### config.mk
export PLATFORM = sky130hd
export DESIGN_NAME = twb_ctrl
export DESIGN_NICKNAME = d
export VERILOG_FILES = /design/src/rtl/twb_ctrl_pkg.sv /design/src/rtl/twb_ctrl_regs.sv /design/src/rtl/twb_ctrl_busmon.sv /design/src/rtl/twb_ctrl_cmd.sv /design/src/rtl/twb_ctrl.sv
export SDC_FILE = /design/constraint.sdc
export NUM_CORES = 1
export LEC_CHECK = 0
export ABC_AREA = 1
export ABC_CLOCK_PERIOD_IN_PS = 1600
export BUFFER_PORTS_ARGS = -buffer_cell sky130_fd_sc_hd__buf_2
export CAP_MARGIN = 10
export CORE_MARGIN = 4
export CORE_UTILIZATION = 45
export CTS_CLUSTER_DIAMETER = 50
export CTS_CLUSTER_SIZE = 40
export DETAILED_ROUTE_END_ITERATION = 10
export GPL_TIMING_DRIVEN = 0
export HOLD_SLACK_MARGIN = 0.1
export PLACE_DENSITY = 0.81
export SYNTH_ARGS = -nofsm -noshare
export SYNTH_HDL_FRONTEND = slang
export SYNTH_SLANG_ARGS = --single-unit
export TNS_END_PERCENT = 5
### constraint.sdc
create_clock -name clk -period 1.6 [get_ports clk]
set_input_delay 0.16 -clock clk [delete_from_list [all_inputs] [get_ports clk]]
set_output_delay 0.16 -clock clk [all_outputs]
set_load 0.01 [all_outputs]
### src/rtl/twb_ctrl_pkg.sv
package twb_ctrl_pkg;
    localparam int CTL_W  = 8;
    localparam int B_DONE = 7;
    localparam int B_ACK  = 6;
    localparam int B_STA  = 5;
    localparam int B_STO  = 4;
    localparam int B_WCOL = 3;
    localparam int B_EN   = 2;
    localparam int B_IE   = 0;

    typedef struct packed {
        logic done;
        logic ack;
        logic sta;
        logic sto;
        logic wcol;
        logic en;
        logic ie;
    } ctl_t;
endpackage

### src/rtl/twb_ctrl_regs.sv
module twb_ctrl_regs
    import twb_ctrl_pkg::*;
#(
    parameter int DATA_W = 8
) (
    input  logic              clk,
    input  logic              rst_n,
    input  logic              wr_ctl,
    input  logic              wr_dat,
    input  logic [DATA_W-1:0] wdata,
    input  logic              eng_done,
    input  logic              is_master,
    input  logic              stop_exec,
    output ctl_t              ctl,
    output logic [DATA_W-1:0] dat,
    output logic              clr_ev,
    output logic              rel_ev
);
    typedef struct packed {
        ctl_t              ctl;
        logic [DATA_W-1:0] dat;
    } st_t;

    st_t  s_d, s_q;
    logic en_new;

    always_comb begin
        s_d    = s_q;
        en_new = wr_ctl ? wdata[B_EN] : s_q.ctl.en;
        clr_ev = wr_ctl & wdata[B_DONE] & s_q.ctl.done & ~eng_done & en_new;
        rel_ev = wr_ctl & wdata[B_STO] & wdata[B_EN] & ~is_master;

        if (wr_ctl) begin
            s_d.ctl.ack = wdata[B_ACK];
            s_d.ctl.sta = wdata[B_STA];
            s_d.ctl.en  = wdata[B_EN];
            s_d.ctl.ie  = wdata[B_IE];
            s_d.ctl.sto = wdata[B_STO] & ~rel_ev;
        end else if (stop_exec) begin
            s_d.ctl.sto = 1'b0;
        end

        if (eng_done) begin
            s_d.ctl.done = 1'b1;
        end else if (wr_ctl && wdata[B_DONE]) begin
            s_d.ctl.done = 1'b0;
        end

        if (wr_dat) begin
            if (s_q.ctl.done) begin
                s_d.dat      = wdata;
                s_d.ctl.wcol = 1'b0;
            end else begin
                s_d.ctl.wcol = 1'b1;
            end
        end
    end

    always_ff @(posedge clk) begin
        if (!rst_n) s_q <= '0;
        else        s_q <= s_d;
    end

    assign ctl = s_q.ctl;
    assign dat = s_q.dat;

    a_r2_done_on_engine: assert property (@(posedge clk) disable iff (!rst_n)
        eng_done |=> ctl.done);
    a_r8_collision_keeps_data: assert property (@(posedge clk) disable iff (!rst_n)
        (wr_dat && !ctl.done) |=> (ctl.wcol && $stable(dat)));
    a_r6_stop_self_clear: assert property (@(posedge clk) disable iff (!rst_n)
        (stop_exec && !wr_ctl) |=> !ctl.sto);
endmodule

### src/rtl/twb_ctrl_busmon.sv
module twb_ctrl_busmon (
    input  logic clk,
    input  logic rst_n,
    input  logic start_seen,
    input  logic stop_seen,
    output logic busy
);
    typedef struct packed {
        logic busy;
    } st_t;

    st_t s_d, s_q;

    always_comb begin
        s_d = s_q;
        if (start_seen)     s_d.busy = 1'b1;
        else if (stop_seen) s_d.busy = 1'b0;
    end

    always_ff @(posedge clk) begin
        if (!rst_n) s_q <= '0;
        else        s_q <= s_d;
    end

    assign busy = s_q.busy;

    a_r5_busy_after_start: assert property (@(posedge clk) disable iff (!rst_n)
        start_seen |=> busy);
    a_r5_idle_after_stop: assert property (@(posedge clk) disable iff (!rst_n)
        (stop_seen && !start_seen) |=> !busy);
endmodule

### src/rtl/twb_ctrl_cmd.sv
module twb_ctrl_cmd
    import twb_ctrl_pkg::*;
(
    input  logic clk,
    input  logic rst_n,
    input  ctl_t ctl,
    input  logic busy,
    input  logic clr_ev,
    input  logic rel_ev,
    input  logic is_master,
    input  logic glob_irq_en,
    output logic cmd_go,
    output logic cmd_start,
    output logic cmd_stop,
    output logic cmd_release,
    output logic cmd_ack_en,
    output logic hold_scl,
    output logic irq
);
    typedef struct packed {
        logic go;
        logic rel;
    } st_t;

    st_t s_d, s_q;

    always_comb begin
        s_d     = s_q;
        s_d.go  = clr_ev;
        s_d.rel = rel_ev;
    end

    always_ff @(posedge clk) begin
        if (!rst_n) s_q <= '0;
        else        s_q <= s_d;
    end

    assign cmd_go      = s_q.go;
    assign cmd_release = s_q.rel;
    assign cmd_start   = ctl.en & ctl.sta & ~busy;
    assign cmd_stop    = ctl.en & ctl.sto & is_master;
    assign cmd_ack_en  = ctl.en & ctl.ack;
    assign hold_scl    = ctl.en & ctl.done;
    assign irq         = ctl.done & ctl.ie & glob_irq_en;

    a_r3_go_after_clear: assert property (@(posedge clk) disable iff (!rst_n)
        cmd_go |-> (!ctl.done && $past(ctl.done) && ctl.en));
    a_r7_release_drops_stop: assert property (@(posedge clk) disable iff (!rst_n)
        cmd_release |-> !ctl.sto);
endmodule

### src/rtl/twb_ctrl.sv
module twb_ctrl
    import twb_ctrl_pkg::*;
#(
    parameter int DATA_W = 8
) (
    input  logic              clk,
    input  logic              rst_n,
    input  logic              reg_wr,
    input  logic              reg_sel,
    input  logic [DATA_W-1:0] reg_wdata,
    output logic [CTL_W-1:0]  ctl_rdata,
    output logic [DATA_W-1:0] tx_byte,
    input  logic              glob_irq_en,
    input  logic              eng_done,
    input  logic              eng_is_master,
    input  logic              eng_start_seen,
    input  logic              eng_stop_seen,
    input  logic              eng_stop_done,
    output logic              cmd_go,
    output logic              cmd_start,
    output logic              cmd_stop,
    output logic              cmd_release,
    output logic              cmd_ack_en,
    output logic              hold_scl,
    output logic              irq
);
    ctl_t ctl;
    logic busy, clr_ev, rel_ev;
    logic wr_ctl, wr_dat;

    assign wr_ctl = reg_wr & ~reg_sel;
    assign wr_dat = reg_wr & reg_sel;

    twb_ctrl_regs #(.DATA_W(DATA_W)) u_regs (
        .clk       (clk),
        .rst_n     (rst_n),
        .wr_ctl    (wr_ctl),
        .wr_dat    (wr_dat),
        .wdata     (reg_wdata),
        .eng_done  (eng_done),
        .is_master (eng_is_master),
        .stop_exec (eng_stop_done & eng_is_master),
        .ctl       (ctl),
        .dat       (tx_byte),
        .clr_ev    (clr_ev),
        .rel_ev    (rel_ev)
    );

    twb_ctrl_busmon u_busmon (
        .clk        (clk),
        .rst_n      (rst_n),
        .start_seen (eng_start_seen),
        .stop_seen  (eng_stop_seen),
        .busy       (busy)
    );

    twb_ctrl_cmd u_cmd (
        .clk         (clk),
        .rst_n       (rst_n),
        .ctl         (ctl),
        .busy        (busy),
        .clr_ev      (clr_ev),
        .rel_ev      (rel_ev),
        .is_master   (eng_is_master),
        .glob_irq_en (glob_irq_en),
        .cmd_go      (cmd_go),
        .cmd_start   (cmd_start),
        .cmd_stop    (cmd_stop),
        .cmd_release (cmd_release),
        .cmd_ack_en  (cmd_ack_en),
        .hold_scl    (hold_scl),
        .irq         (irq)
    );

    assign ctl_rdata = {ctl.done, ctl.ack, ctl.sta, ctl.sto, ctl.wcol, ctl.en, 1'b0, ctl.ie};

    a_r10_quiet_when_off: assert property (@(posedge clk) disable iff (!rst_n)
        !ctl_rdata[B_EN] |-> !(cmd_start || cmd_stop || cmd_ack_en || hold_scl));
    a_r11_reserved_zero: assert property (@(posedge clk) disable iff (!rst_n)
        !ctl_rdata[1]);
endmodule

==> metrics.txt, run 1 <==
critical path class=reg -> out; count of cell types in the netlist=16; Power Dens Cells=approximately 890 nW/um2; mapped cell area=739 um2; Reg clk slew, reported paths=around 100 ps; Die Y=48.5 um; gr ovfl total=0; CTS Buffer Depth=2; Ys Warns=0; # DRC=0; Mean Syn Cell Area=7.39 um2; root buffer cell=clkbuf_4; cell with the most instances after synthesis=nand2_1; vias post-DR=about 800; hold path startpoint=reg_wdata[3]; vias per cell=between 5 and 6; worst path cell trace=buf_2 > nand2_1 > inv_1 > buf_2; status=completed; synth top area cells=dfxtp_1 49%, nand2_1 10%, nand4_1 8.5%; # nets final=roughly 160; leakage power=between 0.5 and 0.6 nW; cell area after placement=around 950 um2; CTS Buf Count=3; slowest stage delay, CP=just under 400 ps; Starting DRT DRC Count=4; Clk Latency, worst-skew pair=300 ps; Die Wd=about 49 um; 1st-pass router iterations=4; FF-to-FF path depth=3; Filler Cell Count=approximately 130; Yosys top cell area share=0.487; Post-CTS Setup Inserts=0; Post-Route WL=~1900 um; die area=around 2400 um2; Antenna Cells=0; CTS tree=done; RSZ-0062 raised after global routing=false; Min-Delay Endpoint=u_regs.dat[3]$_SDFFE_PN0P_; first-pass GRT wire length=3290 um; # IOs=41; GRT Overall Usage=0.166; Multi-input gate area=just over 300 um2; row cnt=14; post-synthesis register bit count=18; initial antenna violation count=0; share of cells above drive strength 1=0.350; MaxCap Viol Count=0; Synth-to-Final Area Change=34.7%; H-tree levels=1; top_reg_cell synth=dfxtp_1; hold slack=between 100 and 150 ps; Final period util=0.832; Top cell by count, worst path=buf_2; CP Launch Type=flip-flop; Setup Viol. Count Final=0; reg-to-reg startpoint=u_regs.ctl[6]$_SDFFE_PN0P_; r2r setup slk=660 ps; Reg area=between 300 and 400 um2; reg2reg end=u_regs.dat[4]$_SDFFE_PN0P_; setup TNS=0 ps; Arr. time, crit path=~1200 ps; skew final=between 1 and 1.5 ps; Post-synth EDFFs=0; Final Max Tran Viols=0; Hold Crit Class=in -> reg; min Tclk post-route=between 1000 and 1500 ps; Post-DP HPWL=between 1000 and 1500 um; post-synthesis sequential area ratio=0.487; Crit. End Element=output port; Core Area=about 1500 um2; synthesized instance count=100; critical path fanouts, max=10; Final Wtd Congestion=0.771; PortBufs=38; WHS Path Cells=3; CP Data Required Time=1440 ps; DRT antenna net count=0; cell taking the most area after synthesis=dfxtp_1; peak supply drop=approximately 0.61 mV; WL/cell=11.8 um; FMAX=0.752 GHz; pin count of the biggest net entering global routing=11; Async SR Flop Fraction=0; Hold Violations, Final=0; synth cell count leaders=20 x nand2_1, 18 x dfxtp_1, 13 x nor2_1, 11 x a21oi_1; fin area=about 1000 um2; vias in the first global route=753; clock tree sinks=18; Syn Nets=approximately 120; Critical-path top delay cell=dfxtp_1; Starting Density=0.485
-- placed cells by master, fill, tap and decap left out, drive strengths merged --
cell	n
clkbuf	4
dlygate4sd3	1
nand2	21
a21oi	11
inv	11
clkinv	1
conb	1
buf	43
nor3	1
nand3	5
nor2	13
dfxtp	18
nand4	10
o21ai	3
-- critical path: cells and delay by family, from the launching register on --
kind	cells	cell delay [ps]
buffers and inverters	3	400
DFF	1	390
and+or+nand+nor	1	80
-- metrics by stage --
stage	instances	power (mW)	utilization	worst slack, ps
after floorplan	100	0.557	-	684
after global placement	154	0.611	0.623	613
after detailed placement	154	0.614	0.623	605
after CTS	159	0.890	0.654	272
after global routing	159	0.932	0.654	172
final	159	0.891	0.654	269
-- routing by layer --
| metal | wire length (um) | vias to the layer above | GRT usage |
|---|---|---|---|
| met5 | 0 | - | 0 |
| met4 | 32 | 0 | 0.0538 |
| met3 | 121 | 5 | 0.0307 |
| met2 | 904 | 29 | 0.285 |
| met1 | 813 | 361 | 0.206 |
| li1 | - | 409 | - |
-- flip-flops by register name, indices dropped and copies added, names as in the netlist --
register	count
u_cmd.cmd_go	1
u_busmon.busy	1
u_regs.ctl	7
u_regs.dat	8
u_cmd.cmd_release	1
-- cell families after synthesis --
group                  share of synthesized area
and+or+nand+nor                            0.308
DFF                                        0.487
buffers and inverters                      0.105
AOI/OAI and AO/OA                         0.0947
other                                    0.00507
-- where the power goes --
group	total, mW	switching (mW)	internal, mW
registers	0.479	0.0122	0.466
clock network	0.285	0.146	0.139
logic	0.127	0.0740	0.0532
total	0.891	0.232	0.659
-- worst max-delay path by stage --
stage | end | depth (start not counted) | slack [ps] | start
2_1_floorplan | hold_scl | 3 | 680 | u_regs.ctl[6]$_SDFFE_PN0P_
3_3_place_gp | hold_scl | 4 | 610 | u_regs.ctl[6]$_SDFFE_PN0P_
3_5_place_dp | hold_scl | 4 | 610 | u_regs.ctl[6]$_SDFFE_PN0P_
4_1_cts | hold_scl | 4 | 270 | u_regs.ctl[6]$_SDFFE_PN0P_
5_1_grt | hold_scl | 4 | 170 | u_regs.ctl[6]$_SDFFE_PN0P_
6_report | hold_scl | 4 | 270 | u_regs.ctl[6]$_SDFFE_PN0P_
-- what timing repair did --
item | CTS | global route
gates resized for setup | 0 | 0
hold endpoints to repair | 1 | 0
setup endpoints to repair | 0 | 0
hold buffers | 1 | 0
-- final cells by class --
cell class	instances	area share
Clock buffer	4	0.0364
Timing Repair Buffer	39	0.201
Tap cell	16	0.0201
Buffer	5	0.0327
Sequential cell	18	0.362
Inverter	12	0.0452
Multi-Input combinational cell	65	0.303
(Power assumes the default switching activity.)
==> run 2, diff against run 1 <==
--- a/config.mk
+++ b/config.mk
@@ -6,17 +6,17 @@
 export NUM_CORES = 1
 export LEC_CHECK = 0
 export ABC_AREA = 1
-export ABC_CLOCK_PERIOD_IN_PS = 1600
+export ABC_CLOCK_PERIOD_IN_PS = 1300
 export BUFFER_PORTS_ARGS = -buffer_cell sky130_fd_sc_hd__buf_2
 export CAP_MARGIN = 10
 export CORE_MARGIN = 4
-export CORE_UTILIZATION = 45
+export CORE_UTILIZATION = 42
 export CTS_CLUSTER_DIAMETER = 50
 export CTS_CLUSTER_SIZE = 40
 export DETAILED_ROUTE_END_ITERATION = 10
 export GPL_TIMING_DRIVEN = 0
 export HOLD_SLACK_MARGIN = 0.1
-export PLACE_DENSITY = 0.81
+export PLACE_DENSITY = 0.76
 export SYNTH_ARGS = -nofsm -noshare
 export SYNTH_HDL_FRONTEND = slang
 export SYNTH_SLANG_ARGS = --single-unit
==> constraint.sdc (replaced) <==
create_clock -name clk -period 1.3 [get_ports clk]
set_input_delay 0.13 -clock clk [delete_from_list [all_inputs] [get_ports clk]]
set_output_delay 0.13 -clock clk [all_outputs]
set_load 0.01 [all_outputs]
==> run 2 against run 1 <==
Via count shrank 0.37%. Critical endpoint unchanged. Combinational power up 31%. Critical path type unchanged. Core utilization increased by 0.60 points. Sequential share of layout area decreased by 1.4 points. Largest power group unchanged. Die area is 6.0% higher. Clock skew is 0.63 ps higher.
==> metrics.txt, run 2 (synthesis gave the netlist of run 1 again) <==
status=completed; FMAX=around 0.84 GHz; CP Data Required Time=1170 ps (-270 ps); Core Area=1580 um2 (+3.4%); Hold Crit Class=in -> reg; Reg area=362 um2 (+0.35%); Post-CTS Setup Inserts=0 (unchanged); first-pass GRT wire length=3170 um (-3.6%); H-tree levels=1 (unchanged); Antenna Cells=0 (unchanged); Arr. time, crit path=1060 ps (-110 ps); Setup Viol. Count Final=0 (unchanged); Filler Cell Count=158 (+19%); CP Launch Type=flip-flop; Die Y=50.0 um (+2.9%); GRT Overall Usage=0.160 (-0.00575); PortBufs=38 (unchanged); Reg clk slew, reported paths=90 ps (about the same); Power Dens Cells=1050 nW/um2 (+17%); r2r setup slk=460 ps (-200 ps); Starting Density=0.469 (-0.0162); gr ovfl total=0 (unchanged); leakage power=0.552 nW (+3.3%); vias per cell=4.91 (-2.8%); # IOs=41 (unchanged); Final period util=0.916; Synth-to-Final Area Change=40.6%; WL/cell=11.6 um (-1.8%); clock tree sinks=18 (unchanged); Post-Route WL=1880 um (+0.64%); Die Wd=50.0 um (+2.9%); skew final=2.00 ps (+0.629 ps); initial antenna violation count=0 (unchanged); share of cells above drive strength 1=0.347 (-0.00271); Post-DP HPWL=1420 um (+0.66%); cell area after placement=950 um2 (unchanged); fin area=1040 um2 (+4.4%); pin count of the biggest net entering global routing=11 (unchanged); RSZ-0062 raised after global routing=false; # DRC=0 (unchanged); row cnt=14 (unchanged); critical path fanouts, max=10 (unchanged); vias in the first global route=752 (-0.13%); Multi-input gate area=302 um2 (unchanged); total power=1.09 mW (+22%); CTS tree=done; vias post-DR=801 (-0.37%); MaxCap Viol Count=0 (unchanged); Util after Layout=0.660 (+0.00599); peak supply drop=0.685 mV (+13%); # nets final=166 (+2.5%); DRT antenna net count=0 (unchanged); most frequent cells in the layout=39 x buf_2, 20 x nand2_1, 17 x dfxtp_1; Final Max Tran Viols=0 (unchanged); critical path class=reg -> out; Hold Violations, Final=0 (unchanged); root buffer cell=clkbuf_4; min Tclk post-route=roughly 1200 ps; CTS Buffer Depth=2 (unchanged); 1st-pass router iterations=4 (unchanged); setup TNS=0 ps (unchanged); max reg flops=8 (unchanged); Clk Latency, worst-skew pair=290 ps (about the same); most common cell after layout, fill and taps aside=buf_2; CTS Buf Count=3 (unchanged); Crit. End Element=output port; Starting DRT DRC Count=8 (+4); Final Wtd Congestion=0.783 (+1.6%); die area=2500 um2 (+6.0%)
## run 2: worst max-delay path, stage by stage (launching register included)
cell	delay (ps)
dfxtp_2	360
buf_4	170
nand2_1	60
inv_1	60
buf_2	120
## run 2: metrics by stage
| stage | setup WS, ps | instances | hold slack (ps) |
|---|---|---|---|
| 2_1_floorplan | 414 | 100 | 247 |
| 3_3_place_gp | 350 | 154 | 337 |
| 3_5_place_dp | 350 | 154 | 356 |
| 4_1_cts | 22.2 | 163 | 104 |
| 5_1_grt | 36.3 | 163 | 100 |
| 6_report | 109 | 163 | 105 |
## run 2: cell type report
class	count	share of cell area
Buffer	5	0.0337
Timing Repair Buffer	43	0.231
Tap cell	16	0.0193
Inverter	12	0.0433
Clock buffer	4	0.0349
Sequential cell	18	0.348
Multi-Input combinational cell	65	0.290
## run 2: path summary, 6_finish.rpt
check                                                start                    endpoint  cells after the start
worst min-delay path                          reg_wdata[0]  u_regs.dat[0]$_SDFFE_PN0P_                      3
worst max-delay path            u_regs.ctl[6]$_SDFFE_PN0P_                    hold_scl                      4
worst max register to register  u_regs.ctl[6]$_SDFFE_PN0P_  u_regs.dat[1]$_SDFFE_PN0P_                      3
worst min register to register  u_regs.dat[0]$_SDFFE_PN0P_  u_regs.dat[0]$_SDFFE_PN0P_                      2
## run 2: power breakdown
part / switching [mW] / internal (mW)
sequential: 0.0155 / 0.575
combinational: 0.0918 / 0.0746
clock: 0.161 / 0.171
total: 0.269 / 0.820
## run 2: repair_timing
| action | CTS | global route |
|---|---|---|
| resized for setup | 0 | 3 |
| endpoints found under the setup margin | 0 | 1 |
| hold buffers | 5 | 0 |
| hold endpoints to repair | 5 | 0 |
## run 2: metal layers
layer | up-vias | share of wire | GRT usage | wire length (um)
li1 | 415 | - | - | -
met5 | - | 0 | 0 | 0
met2 | 26 | 0.47 | 0.275 | 888
met4 | 0 | 0.0064 | 0.0415 | 12
met1 | 358 | 0.44 | 0.181 | 837
met3 | 2 | 0.076 | 0.0663 | 143
==> run 3, diff against run 2 <==
--- a/config.mk
+++ b/config.mk
@@ -5,18 +5,17 @@
 export SDC_FILE = /design/constraint.sdc
 export NUM_CORES = 1
 export LEC_CHECK = 0
-export ABC_AREA = 1
-export ABC_CLOCK_PERIOD_IN_PS = 1300
+export ABC_CLOCK_PERIOD_IN_PS = 1200
 export BUFFER_PORTS_ARGS = -buffer_cell sky130_fd_sc_hd__buf_2
 export CAP_MARGIN = 10
 export CORE_MARGIN = 4
-export CORE_UTILIZATION = 42
+export CORE_UTILIZATION = 43
 export CTS_CLUSTER_DIAMETER = 50
 export CTS_CLUSTER_SIZE = 40
 export DETAILED_ROUTE_END_ITERATION = 10
 export GPL_TIMING_DRIVEN = 0
 export HOLD_SLACK_MARGIN = 0.1
-export PLACE_DENSITY = 0.76
+export PLACE_DENSITY = 0.77
 export SYNTH_ARGS = -nofsm -noshare
 export SYNTH_HDL_FRONTEND = slang
 export SYNTH_SLANG_ARGS = --single-unit
==> constraint.sdc (replaced) <==
create_clock -name clk -period 1.2 [get_ports clk]
set_input_delay 0.12 -clock clk [delete_from_list [all_inputs] [get_ports clk]]
set_output_delay 0.12 -clock clk [all_outputs]
set_load 0.01 [all_outputs]
==> run 3 against run 2 <==
Sequential power increased by 7.8%. Routed wire length fell by 2.4%. Register-to-register slack got worse by 280 ps. Critical endpoint is now irq. Global-route usage down 0.28 points. Critical path type unchanged. Core utilization shrank 0.59 points. Synthesized cell count shrank 16%.
==> metrics.txt, run 3 <==
Hold Violations, Final=0 (unchanged); first-pass GRT wire length=3020 um (-4.8%); skew final=6.10 ps (+4.10 ps); # nets final=154 (-7.2%); status=completed; Clk pwr share=0.314 (+0.009); Reg clk slew, reported paths=100 ps (about the same); pin count of the biggest net entering global routing=11 (unchanged); WL/cell=11.5 um (-0.56%); reg-to-reg startpoint=u_regs.ctl[6]$_SDFFE_PN0P_; Setup Viol. Count Final=0 (unchanged); hold slack=125 ps (+20.0 ps); Util after Layout=0.654 (-0.00590); Core Area=1730 um2 (+9.5%); top_reg_cell synth=dfxtp_1; critical path fanouts, max=6 (-4); Arr. time, crit path=980 ps (-80 ps); CTS tree=done; P_sw=291 uW (+8.2%); max reg flops=8 (unchanged); synth cell count leaders=18 x dfxtp_1, 18 x nand2_1, 8 x o21ai_2, 6 x nand3_1, 4 x a21boi_1; Die Y=50.5 um (+1.2%); Final Max Tran Viols=0 (unchanged); FMAX=about 0.9 GHz; Starting Density=0.451 (-0.0183); post-synthesis register bit count=18 (unchanged); vias post-DR=776 (-3.1%); DRT antenna net count=0 (unchanged); combinational power share=0.150 (-0.003); Async SR Flop Fraction=0 (unchanged); Final period util=0.916; hold path startpoint=eng_stop_seen; Synth-to-Final Area Change=45.0%; Final Wtd Congestion=0.734 (-6.2%); Die Wd=50.5 um (+1.2%); cell taking the most area after synthesis=dfxtp_1; vias in the first global route=724 (-3.7%); WHS Path Cells=3 (unchanged); vias per cell=4.85 (-1.3%); Hold Crit Class=in -> reg; count of cell types in the netlist=26 (+10); GRT Overall Usage=0.157 (-0.00283); PortBufs=38 (unchanged); clock tree sinks=18 (unchanged); critical path class=reg -> out; Clk Latency, worst-skew pair=300 ps (about the same); setup TNS=0 ps (unchanged); Post-Route WL=1840 um (-2.4%); peak supply drop=0.568 mV (-17%); min Tclk post-route=roughly 1100 ps; most common cell after layout, fill and taps aside=buf_2; RSZ-0062 raised after global routing=false; Post-synth EDFFs=0 (unchanged); # DRC=0 (unchanged); gr ovfl total=0 (unchanged); H-tree levels=1 (unchanged); Flop pwr share=0.536 (-0.006); MaxCap Viol Count=0 (unchanged); FF-to-FF path depth=4 (+1); post-synthesis sequential area ratio=0.463 (-0.0243); Critical path origin=u_regs.ctl[6]$_SDFFE_PN0P_; 1st-pass router iterations=4 (unchanged); Antenna Cells=0 (unchanged); row cnt=15 (+1); synthesized instance count=84 (-16%); placed cells=147 (-4.5%); share of cells above drive strength 1=0.474 (+0.127); Mean Syn Cell Area=9.26 um2 (+25%); Power Dens Cells=1050 nW/um2 (+0.39%); Starting DRT DRC Count=5 (-3); most frequent cells in the layout=40 x buf_2, 18 x nand2_1, 16 x dfxtp_1; Sw Ratio=0.245 (-0.00166); r2r setup slk=180 ps (-280 ps); reg2reg end=u_regs.dat[5]$_SDFFE_PN0P_; Min-Delay Endpoint=u_busmon.busy$_SDFFE_PN0P_; CP Launch Type=flip-flop; mapped cell area=778 um2 (+5.2%); Yosys top cell area share=0.463 (-0.0243); Ys Warns=0 (unchanged); # IOs=41 (unchanged); Finished Layout Cells=160 (-1.8%); root buffer cell=clkbuf_4; die area=2550 um2 (+2.3%); initial antenna violation count=0 (unchanged); P_int=895 uW (+9.2%); CTS Buf Count=3 (unchanged); Crit. End Element=output port; CP Data Required Time=1080 ps (-90 ps); CTS Buffer Depth=2 (unchanged); leakage power=0.551 nW (-0.13%); synth top area cells=dfxtp_1 46%, o21ai_2 9.0%, nand2_1 8.7%; Syn Nets=102 (-14%)
[run 3: per-layer routing]
layer / part of all wire / global-route usage
met1: 0.42 / 0.183
met2: 0.47 / 0.259
met3: 0.084 / 0.0386
met4: 0.023 / 0.0942
met5: 0 / 0
[run 3: critical path, stage by stage (launching register included)]
cell and delay (ps):
dfxtp_2 400, and3_1 160, buf_2 120
[run 3: kinds of logic after synthesis]
group                  after synthesis  synth area share
AOI/OAI and AO/OA                   17             0.175
other                                1           0.00482
buffers and inverters                7            0.0659
DFF                                 18             0.463
and+or+nand+nor                     41             0.291
[run 3: timing repair]
action                     in CTS  in global routing
resized for setup               0                  2
setup endpoints to repair       0                  3
hold buffers                    9                  0
hold endpoints to repair       13                  0
buffers inserted                0                  0
[run 3: final cells by class]
type	count	area, um2
inverters	1	3.75
plain buffers	6	47.5
clock buffers	4	36.3
flip-flops and latches	18	363
multi-input cells	59	367
fillers	154	598
well taps	25	31.3
repair buffers	47	280
[run 3: worst max-delay path by stage]
stage | endpoint | depth (start not counted)
final | irq | 2
after global placement | u_regs.dat[5]$_SDFFE_PN0P_ | 4
after floorplan | u_regs.dat[4]$_SDFFE_PN0P_ | 4
after detailed placement | u_regs.dat[5]$_SDFFE_PN0P_ | 4
after CTS | irq | 2
after global routing | irq | 2
[run 3: per-stage QoR]
step                      total power, mW  setup WS, ps  instance area [um2]
after floorplan                     0.736           199                  778
after global placement              0.801           137                 1000
after detailed placement            0.804           129                 1000
after CTS                            1.20          8.33                 1130
after global routing                 1.25          28.1                 1130
final                                1.19           100                 1130
[run 3: power by group through the flow]
| stage | Sequential (mW) | Combinational (mW) | Clock [mW] |
|---|---|---|---|
| finish | 0.636 | 0.178 | 0.372 |
| global placement | 0.648 | 0.153 | 0 |
| floorplan | 0.656 | 0.0796 | 0 |
| global route | 0.640 | 0.197 | 0.413 |
| CTS | 0.635 | 0.178 | 0.391 |
| detailed placement | 0.649 | 0.156 | 0 |
